File: config.mk
export PLATFORM = sky130hd
export DESIGN_NAME = gpio_port
export DESIGN_NICKNAME = d
export VERILOG_FILES = /design/src/rtl/gpio_pkg.sv /design/src/rtl/gpio_sync.sv /design/src/rtl/gpio_lock_ctrl.sv /design/src/rtl/gpio_pin_drv.sv /design/src/rtl/gpio_port.sv
export SDC_FILE = /design/constraint.sdc
export NUM_CORES = 1
export LEC_CHECK = 0
export BUFFER_PORTS_ARGS = -buffer_cell sky130_fd_sc_hd__buf_2
export CORE_ASPECT_RATIO = 0.6
export CORE_UTILIZATION = 61
export CTS_BUF_LIST = sky130_fd_sc_hd__clkbuf_8
export CTS_CLUSTER_SIZE = 30
export DETAILED_ROUTE_END_ITERATION = 10
export PLACE_DENSITY = 0.92
export SYNTH_ARGS = -nofsm -noshare
export SYNTH_HDL_FRONTEND = slang
export SYNTH_SLANG_ARGS = --single-unit
File: constraint.sdc
create_clock -name clk -period 3.65 [get_ports clk]
set_input_delay 0.73 -clock clk [delete_from_list [all_inputs] [get_ports clk]]
set_output_delay 0.73 -clock clk [all_outputs]
set_load 0.02 [all_outputs]
File: src/rtl/gpio_pkg.sv
package gpio_pkg;
  localparam int ADDR_W = 4;

  typedef enum logic [1:0] {
    PIN_IN  = 2'b00,
    PIN_OUT = 2'b01,
    PIN_ALT = 2'b10,
    PIN_OFF = 2'b11
  } pin_mode_e;

  localparam logic [ADDR_W-1:0] A_DIR     = 4'd0;
  localparam logic [ADDR_W-1:0] A_DRVTYPE = 4'd1;
  localparam logic [ADDR_W-1:0] A_SLEW    = 4'd2;
  localparam logic [ADDR_W-1:0] A_BIAS    = 4'd3;
  localparam logic [ADDR_W-1:0] A_FUNC    = 4'd4;
  localparam logic [ADDR_W-1:0] A_LEVEL   = 4'd5;
  localparam logic [ADDR_W-1:0] A_OUTVAL  = 4'd6;
  localparam logic [ADDR_W-1:0] A_SETCLR  = 4'd7;
  localparam logic [ADDR_W-1:0] A_FLIP    = 4'd8;
  localparam logic [ADDR_W-1:0] A_FREEZE  = 4'd9;
endpackage

File: src/rtl/gpio_sync.sv
module gpio_sync #(
  parameter int W = 8
) (
  input  logic         clk,
  input  logic         rst,
  input  logic [W-1:0] d_i,
  output logic [W-1:0] q_o
);
  logic [W-1:0] meta_q;
  logic [W-1:0] stable_q;

  always_ff @(posedge clk) begin
    if (rst) begin
      meta_q   <= '0;
      stable_q <= '0;
    end else begin
      meta_q   <= d_i;
      stable_q <= meta_q;
    end
  end

  assign q_o = stable_q;
endmodule

File: src/rtl/gpio_lock_ctrl.sv
module gpio_lock_ctrl #(
  parameter int               KEY_W = 16,
  parameter logic [KEY_W-1:0] KEY   = 16'hC35A
) (
  input  logic             clk,
  input  logic             rst,
  input  logic             wr_i,
  input  logic             rd_i,
  input  logic [KEY_W-1:0] key_i,
  input  logic             bit_i,
  output logic             locked_o
);
  typedef enum logic [2:0] {
    ST_IDLE, ST_K1, ST_K2, ST_K3, ST_LOCKED
  } lock_st_e;

  lock_st_e state_q, state_n;
  logic     key_ok;

  assign key_ok = (key_i == KEY);

  always_comb begin
    state_n = state_q;
    if (state_q != ST_LOCKED) begin
      if (wr_i) begin
        case (state_q)
          ST_IDLE: state_n = (key_ok && bit_i)  ? ST_K1 : ST_IDLE;
          ST_K1:   state_n = (key_ok && !bit_i) ? ST_K2 : ST_IDLE;
          ST_K2:   state_n = (key_ok && bit_i)  ? ST_K3 : ST_IDLE;
          default: state_n = ST_IDLE;
        endcase
      end else if (rd_i) begin
        state_n = (state_q == ST_K3) ? ST_LOCKED : ST_IDLE;
      end
    end
  end

  always_ff @(posedge clk) begin
    if (rst) state_q <= ST_IDLE;
    else     state_q <= state_n;
  end

  assign locked_o = (state_q == ST_LOCKED);

  // once frozen, only reset leaves the state
  assert_lock_sticky_R10: assert property (@(posedge clk) disable iff (rst)
    locked_o |=> locked_o);

  // freezing needs the closing read after the third key write
  assert_lock_needs_read_R9: assert property (@(posedge clk) disable iff (rst)
    $rose(locked_o) |-> $past(state_q == ST_K3 && rd_i && !wr_i));
endmodule

File: src/rtl/gpio_pin_drv.sv
module gpio_pin_drv
  import gpio_pkg::*;
#(
  parameter int AF_SEL_W = 2,
  localparam int NUM_AF  = 1 << AF_SEL_W
) (
  input  logic                clk,
  input  logic                rst,
  input  logic [1:0]          mode_i,
  input  logic                outval_i,
  input  logic [AF_SEL_W-1:0] sel_i,
  input  logic [NUM_AF-1:0]   af_src_i,
  output logic                pad_o,
  output logic                pad_oe
);
  logic o_n, oe_n;

  always_comb begin
    o_n  = 1'b0;
    oe_n = 1'b0;
    case (pin_mode_e'(mode_i))
      PIN_OUT: begin o_n = outval_i;        oe_n = 1'b1; end
      PIN_ALT: begin o_n = af_src_i[sel_i]; oe_n = 1'b1; end
      default: begin o_n = 1'b0;            oe_n = 1'b0; end
    endcase
  end

  always_ff @(posedge clk) begin
    if (rst) begin
      pad_o  <= 1'b0;
      pad_oe <= 1'b0;
    end else begin
      pad_o  <= o_n;
      pad_oe <= oe_n;
    end
  end

  // input and off modes never drive the pad
  assert_input_no_drive_R6: assert property (@(posedge clk) disable iff (rst)
    (mode_i == PIN_IN || mode_i == PIN_OFF) |=> (!pad_oe && !pad_o));

  // alternate mode carries the selected source
  assert_alt_follows_R7: assert property (@(posedge clk) disable iff (rst)
    (mode_i == PIN_ALT) |=> (pad_oe && pad_o == $past(af_src_i[sel_i])));
endmodule

File: src/rtl/gpio_port.sv
module gpio_port
  import gpio_pkg::*;
#(
  parameter int                N_PINS   = 8,
  parameter int                AF_SEL_W = 2,
  parameter int                DW       = 32,
  parameter logic [N_PINS-1:0] DBG_PINS = 'h3,
  parameter logic [DW/2-1:0]   LOCK_KEY = 'hC35A,
  localparam int               NUM_AF   = 1 << AF_SEL_W,
  localparam int               MODE_W   = 2 * N_PINS,
  localparam int               FUNC_W   = AF_SEL_W * N_PINS,
  localparam int               KEY_W    = DW / 2
) (
  input  logic                     clk,
  input  logic                     rst,
  input  logic [ADDR_W-1:0]        bus_addr,
  input  logic                     bus_we,
  input  logic                     bus_re,
  input  logic [DW-1:0]            bus_wdata,
  output logic [DW-1:0]            bus_rdata,
  input  logic [N_PINS-1:0]        pad_i,
  output logic [N_PINS-1:0]        pad_o,
  output logic [N_PINS-1:0]        pad_oe,
  input  logic [N_PINS*NUM_AF-1:0] af_src_i
);
  function automatic logic [MODE_W-1:0] mode_reset();
    logic [MODE_W-1:0] m;
    m = '0;
    for (int p = 0; p < N_PINS; p++)
      m[2*p +: 2] = DBG_PINS[p] ? PIN_ALT : PIN_IN;
    return m;
  endfunction

  localparam logic [MODE_W-1:0] MODE_RST = mode_reset();

  logic [MODE_W-1:0] mode_q;
  logic [N_PINS-1:0] drvtype_q;
  logic [MODE_W-1:0] slew_q;
  logic [MODE_W-1:0] bias_q;
  logic [FUNC_W-1:0] func_q;
  logic [N_PINS-1:0] outval_q, outval_n;
  logic [N_PINS-1:0] level;
  logic [DW-1:0]     rd_n;
  logic              locked;
  logic              cfg_we;
  logic [N_PINS-1:0] set_m, clr_m;

  gpio_sync #(.W(N_PINS)) u_sync (
    .clk (clk),
    .rst (rst),
    .d_i (pad_i),
    .q_o (level)
  );

  gpio_lock_ctrl #(.KEY_W(KEY_W), .KEY(LOCK_KEY)) u_lock (
    .clk      (clk),
    .rst      (rst),
    .wr_i     (bus_we && bus_addr == A_FREEZE),
    .rd_i     (bus_re && !bus_we && bus_addr == A_FREEZE),
    .key_i    (bus_wdata[DW-1:KEY_W]),
    .bit_i    (bus_wdata[0]),
    .locked_o (locked)
  );

  assign cfg_we = bus_we && !locked;
  assign set_m  = bus_wdata[N_PINS-1:0];
  assign clr_m  = bus_wdata[2*N_PINS-1:N_PINS];

  always_ff @(posedge clk) begin
    if (rst) begin
      mode_q    <= MODE_RST;
      drvtype_q <= '0;
      slew_q    <= '0;
      bias_q    <= '0;
      func_q    <= '0;
    end else if (cfg_we) begin
      case (bus_addr)
        A_DIR:     mode_q    <= bus_wdata[MODE_W-1:0];
        A_DRVTYPE: drvtype_q <= bus_wdata[N_PINS-1:0];
        A_SLEW:    slew_q    <= bus_wdata[MODE_W-1:0];
        A_BIAS:    bias_q    <= bus_wdata[MODE_W-1:0];
        A_FUNC:    func_q    <= bus_wdata[FUNC_W-1:0];
        default:   ;
      endcase
    end
  end

  always_comb begin
    outval_n = outval_q;
    if (bus_we) begin
      case (bus_addr)
        A_OUTVAL: outval_n = bus_wdata[N_PINS-1:0];
        A_SETCLR: outval_n = (outval_q & ~clr_m) | set_m;
        A_FLIP:   outval_n = outval_q ^ bus_wdata[N_PINS-1:0];
        default:  ;
      endcase
    end
  end

  always_ff @(posedge clk) begin
    if (rst) outval_q <= '0;
    else     outval_q <= outval_n;
  end

  always_comb begin
    rd_n = '0;
    case (bus_addr)
      A_DIR:     rd_n[MODE_W-1:0] = mode_q;
      A_DRVTYPE: rd_n[N_PINS-1:0] = drvtype_q;
      A_SLEW:    rd_n[MODE_W-1:0] = slew_q;
      A_BIAS:    rd_n[MODE_W-1:0] = bias_q;
      A_FUNC:    rd_n[FUNC_W-1:0] = func_q;
      A_LEVEL:   rd_n[N_PINS-1:0] = level;
      A_OUTVAL:  rd_n[N_PINS-1:0] = outval_q;
      A_FREEZE:  rd_n[0]          = locked;
      default:   ;
    endcase
  end

  always_ff @(posedge clk) begin
    if (rst)         bus_rdata <= '0;
    else if (bus_re) bus_rdata <= rd_n;
    else             bus_rdata <= '0;
  end

  for (genvar p = 0; p < N_PINS; p++) begin : g_pin
    gpio_pin_drv #(.AF_SEL_W(AF_SEL_W)) u_drv (
      .clk      (clk),
      .rst      (rst),
      .mode_i   (mode_q[2*p +: 2]),
      .outval_i (outval_q[p]),
      .sel_i    (func_q[AF_SEL_W*p +: AF_SEL_W]),
      .af_src_i (af_src_i[NUM_AF*p +: NUM_AF]),
      .pad_o    (pad_o[p]),
      .pad_oe   (pad_oe[p])
    );
  end

  // frozen configuration does not move
  assert_cfg_frozen_R8: assert property (@(posedge clk) disable iff (rst)
    locked |=> ($stable(mode_q) && $stable(func_q) && $stable(drvtype_q)
                && $stable(slew_q) && $stable(bias_q)));

  // every bit marked for set ends high, even if also marked for clear
  assert_set_wins_R4: assert property (@(posedge clk) disable iff (rst)
    (bus_we && bus_addr == A_SETCLR) |=>
      ((outval_q & $past(set_m)) == $past(set_m)));

  // bits marked only for clear end low
  assert_clear_only_R4: assert property (@(posedge clk) disable iff (rst)
    (bus_we && bus_addr == A_SETCLR) |=>
      ((outval_q & $past(clr_m & ~set_m)) == '0));

  // flip inverts exactly the marked bits
  assert_flip_R5: assert property (@(posedge clk) disable iff (rst)
    (bus_we && bus_addr == A_FLIP) |=>
      (outval_q == ($past(outval_q) ^ $past(bus_wdata[N_PINS-1:0]))));
endmodule

==> run_results.csv, run 1 <==
group,metric,value,unit
run_status,status,"complete, no violations",
floorplanning,die_h,79.0,um
grt,antenna_found_initial,0,
placement,place.gp.congestion,0.914,
power,total_leakage_power,0.00319,uW
logic_synthesis,synth_area_leader_cell,"dfxtp_1",
floorplanning,boundaryPins,128,
sta,slew_violations,0,
floorplanning,coreArea,0.00939,mm2
logic_synthesis,synthXorXnorAreaFrac,0,%
sta,worst_pin_slew,1150,ps
setup_path,crit_path_end_kind,"flip-flop",
power,p_per_area,431,mW/mm2
logic_synthesis,synth_top_area_share,43.5,%
sta,rsz0062_at_grt,"no",
cells_and_area,n_antenna_cell,0,
logic_synthesis,synth_cell_types,51,
logic_synthesis,syn_area_per_cell,10.0,um2
logic_synthesis,syn_area,0.00603,mm2
setup_path,crit_type,"input port to flip-flop",
cells_and_area,finalNetCount,774,
min_path,min_from,"u_sync.meta_q[7]",
cells_and_area,area_growth_syn_to_layout,12.6,%
setup_path,cp_max_fo,25,
setup_path,rr_startpoint,"u_lock.state_q[0]",
logic_synthesis,synth_top_family_by_area,"simple AND/OR/NAND/NOR gates",
floorplanning,dieArea,0.0103,mm2
sta,fmax,399,MHz
setup_path,cp_data_required_time,3930,ps
route,drt_iter0_drc,600,
clock_tree,post-cts-setup-buffers,0,
placement,hpwlAfterDp,10600,um
power,ir_worst_vdd,0.282,mV
sta,fin_crit,2500,ps
clock_tree,numCtsBuffers,17,
clock_tree,h-tree-depth,4,
logic_synthesis,synth_compound_area_share,12.1,%
route,routed-via-count,4851,
logic_synthesis,synth_edf_count,0,
clock_tree,ctsHoldBuffers,0,
grt,overflow,0,
logic_synthesis,synth_area_leaders,"dfxtp_1 44%, mux2i_1 13%, nor2_1 5.9%, buf_4 4.7%, a22oi_1 4.5%",
setup_path,slowest_delay,570,ps
flow_run,maxCapViolCount,0,
route,firstDrtPassIters,5,
logic_synthesis,yosys_warnings,0,
floorplanning,die_width,130,um
min_path,whs_path_depth,1,
sta,slew_headroom,23.4,%
grt,grt_start_max_net_pins,117,
sta,finalSetupTns,0,ps
logic_synthesis,synthCells,603,
logic_synthesis,ys_ff_latch,131,
sta,final_hold_viol_count,0,
setup_path,reg2regPathDepth,4,
clock_tree,clkTransAtPathRegs,70,ps
route,drc_errors,0,
cells_and_area,drive_gt1_share,24.9,%
route,vias_per_cell,5.91,
logic_synthesis,synth_simple_gate_area_share,16.8,%
placement,io_buffers,111,
sta,hold_slack,441,ps
setup_path,cp.arrival,2780,ps
setup_path,r2r_slack,1590,ps
setup_path,crit_chain,"buf_2, and4bb_2, nand3_2, mux2i_1, nor2_1",
logic_synthesis,ys_seq_area_share,43.5,%
clock_tree,cts_sinks,131,
logic_synthesis,synth-async-reset-ratio,0,%
logic_synthesis,synth-adder-area-share,3.32,%
grt,grt_usage,31.5,%
clock_tree,ctsResizeCount,0,
logic_synthesis,synthMuxAreaShare,15.8,%
grt,grt_pass1_wl,23900,um
clock_tree,cts_tree,"yes",
sta,clock_skew,7.02,ps
grt,grt_pass1_vias,4603,
sta,finalSetupViolations,0,
clock_tree,cts.path.max_buffers,2,
clock_tree,insertion_delay,440,ps
floorplanning,initial_core_util,64.2,%
sta,period_share,68.6,%
setup_path,r2r-end,"func_q[4]",
clock_tree,root_buffer,"clkbuf_8",
min_path,hp-class,"flip-flop to flip-flop",
route,wl_per_cell,18.7,um
min_path,hold_end,"u_sync.q_o[7]",
setup_path,cp-start-kind,"input port",
route,final_antenna_net_count,0,
route,drt-total-wl,15400,um
floorplanning,row_count,27,
logic_synthesis,synth_flop_cell,"dfxtp_1",
setup_path,cpMaxStageDelayCell,"and4bb_2",
[registers in the layout, indices dropped and copies added (netlist names)]
register / cells
g_pin.u_drv.pad_oe: 8
u_sync.q_o: 8
u_sync.meta_q: 8
g_pin.u_drv.pad_o: 8
bus_rdata: 16
mode_q: 16
u_lock.state_q: 3
bias_q: 16
outval_q: 8
func_q: 16
drvtype_q: 8
slew_q: 16
[where the power goes]
group | internal, uW | switching [uW] | total (uW)
Sequential | 1450 | 16.9 | 1470
Combinational | 92.4 | 151 | 243
Clock | 650 | 559 | 1210
Total | 2200 | 727 | 2920
[cell families after synthesis]
group                      Yosys count
and+or+nand+nor                    178
DFF                                131
AOI/OAI and AO/OA                  100
buffers and inverters               92
muxes                               85
adders and majority gates           16
other                                1
[worst max-delay path by stage]
stage / start / to / slack, ps
2_1_floorplan: bus_addr[3] / drvtype_q[0] / 1470
5_1_grt: bus_addr[0] / bias_q[9] / 1080
3_3_place_gp: bus_addr[0] / bias_q[0] / 910
4_1_cts: bus_addr[0] / bias_q[2] / 1220
3_5_place_dp: bus_addr[0] / bias_q[2] / 790
6_report: bus_addr[0] / bias_q[2] / 1150
[Yosys cell counts, types with 9 or more instances]
master,number
nand2_1,12
nand3_1,9
nor2b_1,23
buf_4,38
dfxtp_1,131
a22oi_1,36
nor2_1,95
a21oi_1,20
inv_1,18
ha_1,16
mux2i_1,76
clkbuf_1,26
nor3_1,11
[cells in the final DEF, fill, tap and decap left out, types with 3 or more instances in the layout]
master     instances
o31ai_1            7
a22oi_1           36
a221oi_1           3
nor2b_1           23
a211o_1            4
a211oi_1           8
nand3_1            9
conb_1            16
buf_4              5
nand2_1           12
clkbuf_8          20
mux2i_1           76
nor2_1            95
mux4_2             8
inv_1             21
a21oi_1           20
buf_2            110
nor4b_4            3
ha_1              16
nand3_2            3
dfxtp_1          131
o2bb2ai_1          5
a31oi_1            6
nor3_1            11
nand3b_1           4
clkinv_2           4
[worst max-delay path, delay by kind of cell]
kind          cells  cell delay, ps
buf+inv           1             510
mux               1             360
simple gates      3            1180
[routing by layer]
metal / share of wire (%) / GRT usage, %
met5: 0 / 0
met4: 1.0 / 8.74
met3: 11 / 8.96
met2: 43 / 47.3
met1: 44 / 44.1
[per-stage QoR]
stage / cells / power (uW) / util [%] / setup WS [ps] / instance area, um2
after floorplan: 618 / 1670 / - / 1470 / 6080
after global placement: 789 / 1730 / 68.1 / 912 / 6400
after detailed placement: 789 / 1740 / 68.1 / 786 / 6400
after CTS: 821 / 2920 / 72.3 / 1220 / 6790
after global routing: 821 / 3010 / 72.3 / 1080 / 6790
final: 821 / 2920 / 72.3 / 1150 / 6790
[layout make-up]
class,count,area (um2)
Timing Repair Buffer,115,588
Clock buffer,20,275
Fill cell,690,2610
Multi-Input combinational cell,395,2960
Tap cell,130,163
Sequential cell,131,2620
Inverter,18,67.6
Clock inverter,12,115
Power figures use the tool's default switching activity.
==> run 2, diff against run 1 <==
--- a/config.mk
+++ b/config.mk
@@ -7,11 +7,11 @@
 export LEC_CHECK = 0
 export BUFFER_PORTS_ARGS = -buffer_cell sky130_fd_sc_hd__buf_2
 export CORE_ASPECT_RATIO = 0.6
-export CORE_UTILIZATION = 61
+export CORE_UTILIZATION = 57
 export CTS_BUF_LIST = sky130_fd_sc_hd__clkbuf_8
 export CTS_CLUSTER_SIZE = 30
 export DETAILED_ROUTE_END_ITERATION = 10
-export PLACE_DENSITY = 0.92
+export PLACE_DENSITY = 0.87
 export SYNTH_ARGS = -nofsm -noshare
 export SYNTH_HDL_FRONTEND = slang
 export SYNTH_SLANG_ARGS = --single-unit
==> constraint.sdc (replaced) <==
create_clock -name clk -period 2.6 [get_ports clk]
set_input_delay 0.52 -clock clk [delete_from_list [all_inputs] [get_ports clk]]
set_output_delay 0.52 -clock clk [all_outputs]
set_load 0.02 [all_outputs]
==> run 2 against run 1 <==
Compared with the run above: via count barely moved; sequential cell count did not move; final area rose by 1.0%; cell count rose by 1.6%; setup slack got worse by 580 ps; sequential power rose by 40%; sequential share of layout area fell by 0.39 points; wire length rose by 2.4%; critical path depth did not move; non-clock buffer count rose by 10; critical endpoint is now mode_q[8].
==> run_results.csv, run 2 (same netlist as run 1, synthesis figures left out) <==
group,metric,value,unit
floorplanning,die_h,81.7,um
sta,rsz0062_at_grt,"no",
sta,fmax,491,MHz
flow_run,maxCapViolCount,0,
route,wl_per_cell,18.9,um
cells_and_area,mostFrequentLayoutCells,"131 x dfxtp_1, 110 x buf_2, 95 x nor2_1",
route,final_antenna_net_count,0,
clock_tree,ctsResizeCount,0,
sta,worst_pin_slew,590,ps
clock_tree,root_buffer,"clkbuf_8",
run_status,status,"complete, no violations",
clock_tree,numCtsBuffers,17,
power,ir_worst_vdd,0.525,mV
route,drt-total-wl,15700,um
grt,grt_usage,30.1,%
cells_and_area,area_growth_syn_to_layout,13.7,%
grt,antenna_found_initial,0,
route,drc_errors,0,
floorplanning,die_width,135,um
clock_tree,cts_sinks,131,
clock_tree,ctsHoldBuffers,0,
setup_path,crit_path_end_kind,"flip-flop",
setup_path,cp_max_fo,11,
cells_and_area,final_common_cell,"dfxtp_1",
power,p_switching,1030,uW
power,clockPowerShare,40.5,%
setup_path,cp-start-kind,"flip-flop",
route,drt_iter0_drc,560,
sta,finalSetupViolations,0,
sta,slew_headroom,60.7,%
setup_path,cp_data_required_time,2910,ps
setup_path,crit_type,"flip-flop to flip-flop",
floorplanning,dieArea,0.0110,mm2
route,vias_per_cell,5.82,
placement,hpwlAfterDp,11300,um
clock_tree,post-cts-setup-buffers,0,
power,power_frac_seq,50.8,%
placement,placed_area,0.00649,mm2
cells_and_area,drive_gt1_share,26.0,%
sta,final_hold_viol_count,0,
setup_path,slowest_delay,600,ps
power,combPwrFrac,8.7,%
floorplanning,row_count,28,
sta,clock_skew,10.4,ps
clock_tree,clkTransAtPathRegs,80,ps
route,firstDrtPassIters,5,
setup_path,cp.arrival,2340,ps
cells_and_area,n_antenna_cell,0,
grt,grt_start_max_net_pins,54,
cells_and_area,finalNetCount,784,
setup_path,crit_chain,"or3b_2, nand3_2, buf_4, mux2i_1, nor2_1",
sta,slew_violations,0,
grt,grt_pass1_wl,24500,um
min_path,hp-class,"input port to flip-flop",
placement,io_buffers,111,
floorplanning,coreArea,0.0101,mm2
clock_tree,cts_tree,"yes",
setup_path,crit_buf_inv,1,
setup_path,r2r_slack,560,ps
power,p_per_area,593,mW/mm2
route,routed-via-count,4850,
sta,finalSetupTns,0,ps
placement,place.gp.congestion,0.879,
power,total_leakage_power,0.00323,uW
power,p_sw_share,25.4,%
cells_and_area,design_area,0.00686,mm2
clock_tree,h-tree-depth,4,
floorplanning,initial_core_util,60.0,%
floorplanning,boundaryPins,128,
power,p_int,3030,uW
grt,grt_pass1_vias,4630,
grt,overflow,0,
setup_path,path_delay_family,"simple AND/OR/NAND/NOR gates",
sta,period_share,78.3,%
setup_path,cpMaxStageDelayCell,"or3b_2",
clock_tree,insertion_delay,440,ps
clock_tree,cts.path.max_buffers,2,
sta,fin_crit,2040,ps
==> run 2: cell types whose count changed in the layout (fill, tap and decap cells not counted) <==
| cell | change |
|---|---|
| buf_12 | +1 |
| clkinv_2 | +2 |
| clkbuf_8 | -2 |
| inv_1 | -2 |
| buf_4 | +9 |
==> run 2: metal layers <==
layer / global-route usage (%) / wire, um / vias to the layer above / part of all wire (%)
met4: 10.2 / 235 / 0 / 1.5
met2: 45.0 / 6820 / 260 / 43
li1: - / - / 2255 / -
met5: 0 / 0 / - / 0
met3: 8.33 / 1710 / 25 / 11
met1: 41.8 / 6970 / 2310 / 44
==> run 2: cell type report <==
type / instances / area (um2)
multi-input cells: 395 / 2960
fillers: 731 / 3200
repair buffers: 125 / 676
flip-flops and latches: 131 / 2620
clock inverters: 12 / 118
clock buffers: 18 / 248
inverters: 18 / 67.6
well taps: 135 / 169
==> run 2: power by group through the flow <==
stage	registers [uW]	clock network [uW]	logic, uW
after floorplan	2100	0	247
after global placement	2110	0	334
after detailed placement	2110	0	345
after CTS	2060	1640	347
after global routing	2070	1750	380
final	2060	1640	355
==> run 2: worst paths after layout <==
check	cells after the start	endpoint	start
max reg2reg	5	mode_q[8]	u_lock.state_q[2]
max	5	mode_q[8]	u_lock.state_q[2]
min	2	u_sync.meta_q[5]	pad_i[5]
min reg2reg	1	u_sync.q_o[3]	u_sync.meta_q[3]
==> run 2: through the flow <==
stage               setup slack, ps  total power, uW  cells  hold slack [ps]  util (%)
global placement                496             2440    804              425      64.5
CTS                             590             4050    834              281      68.2
global route                    517             4200    834              281      68.2
detailed placement              408             2450    804              426      64.5
floorplan                       631             2350    618              414         -
finish                          565             4060    834              286      68.2
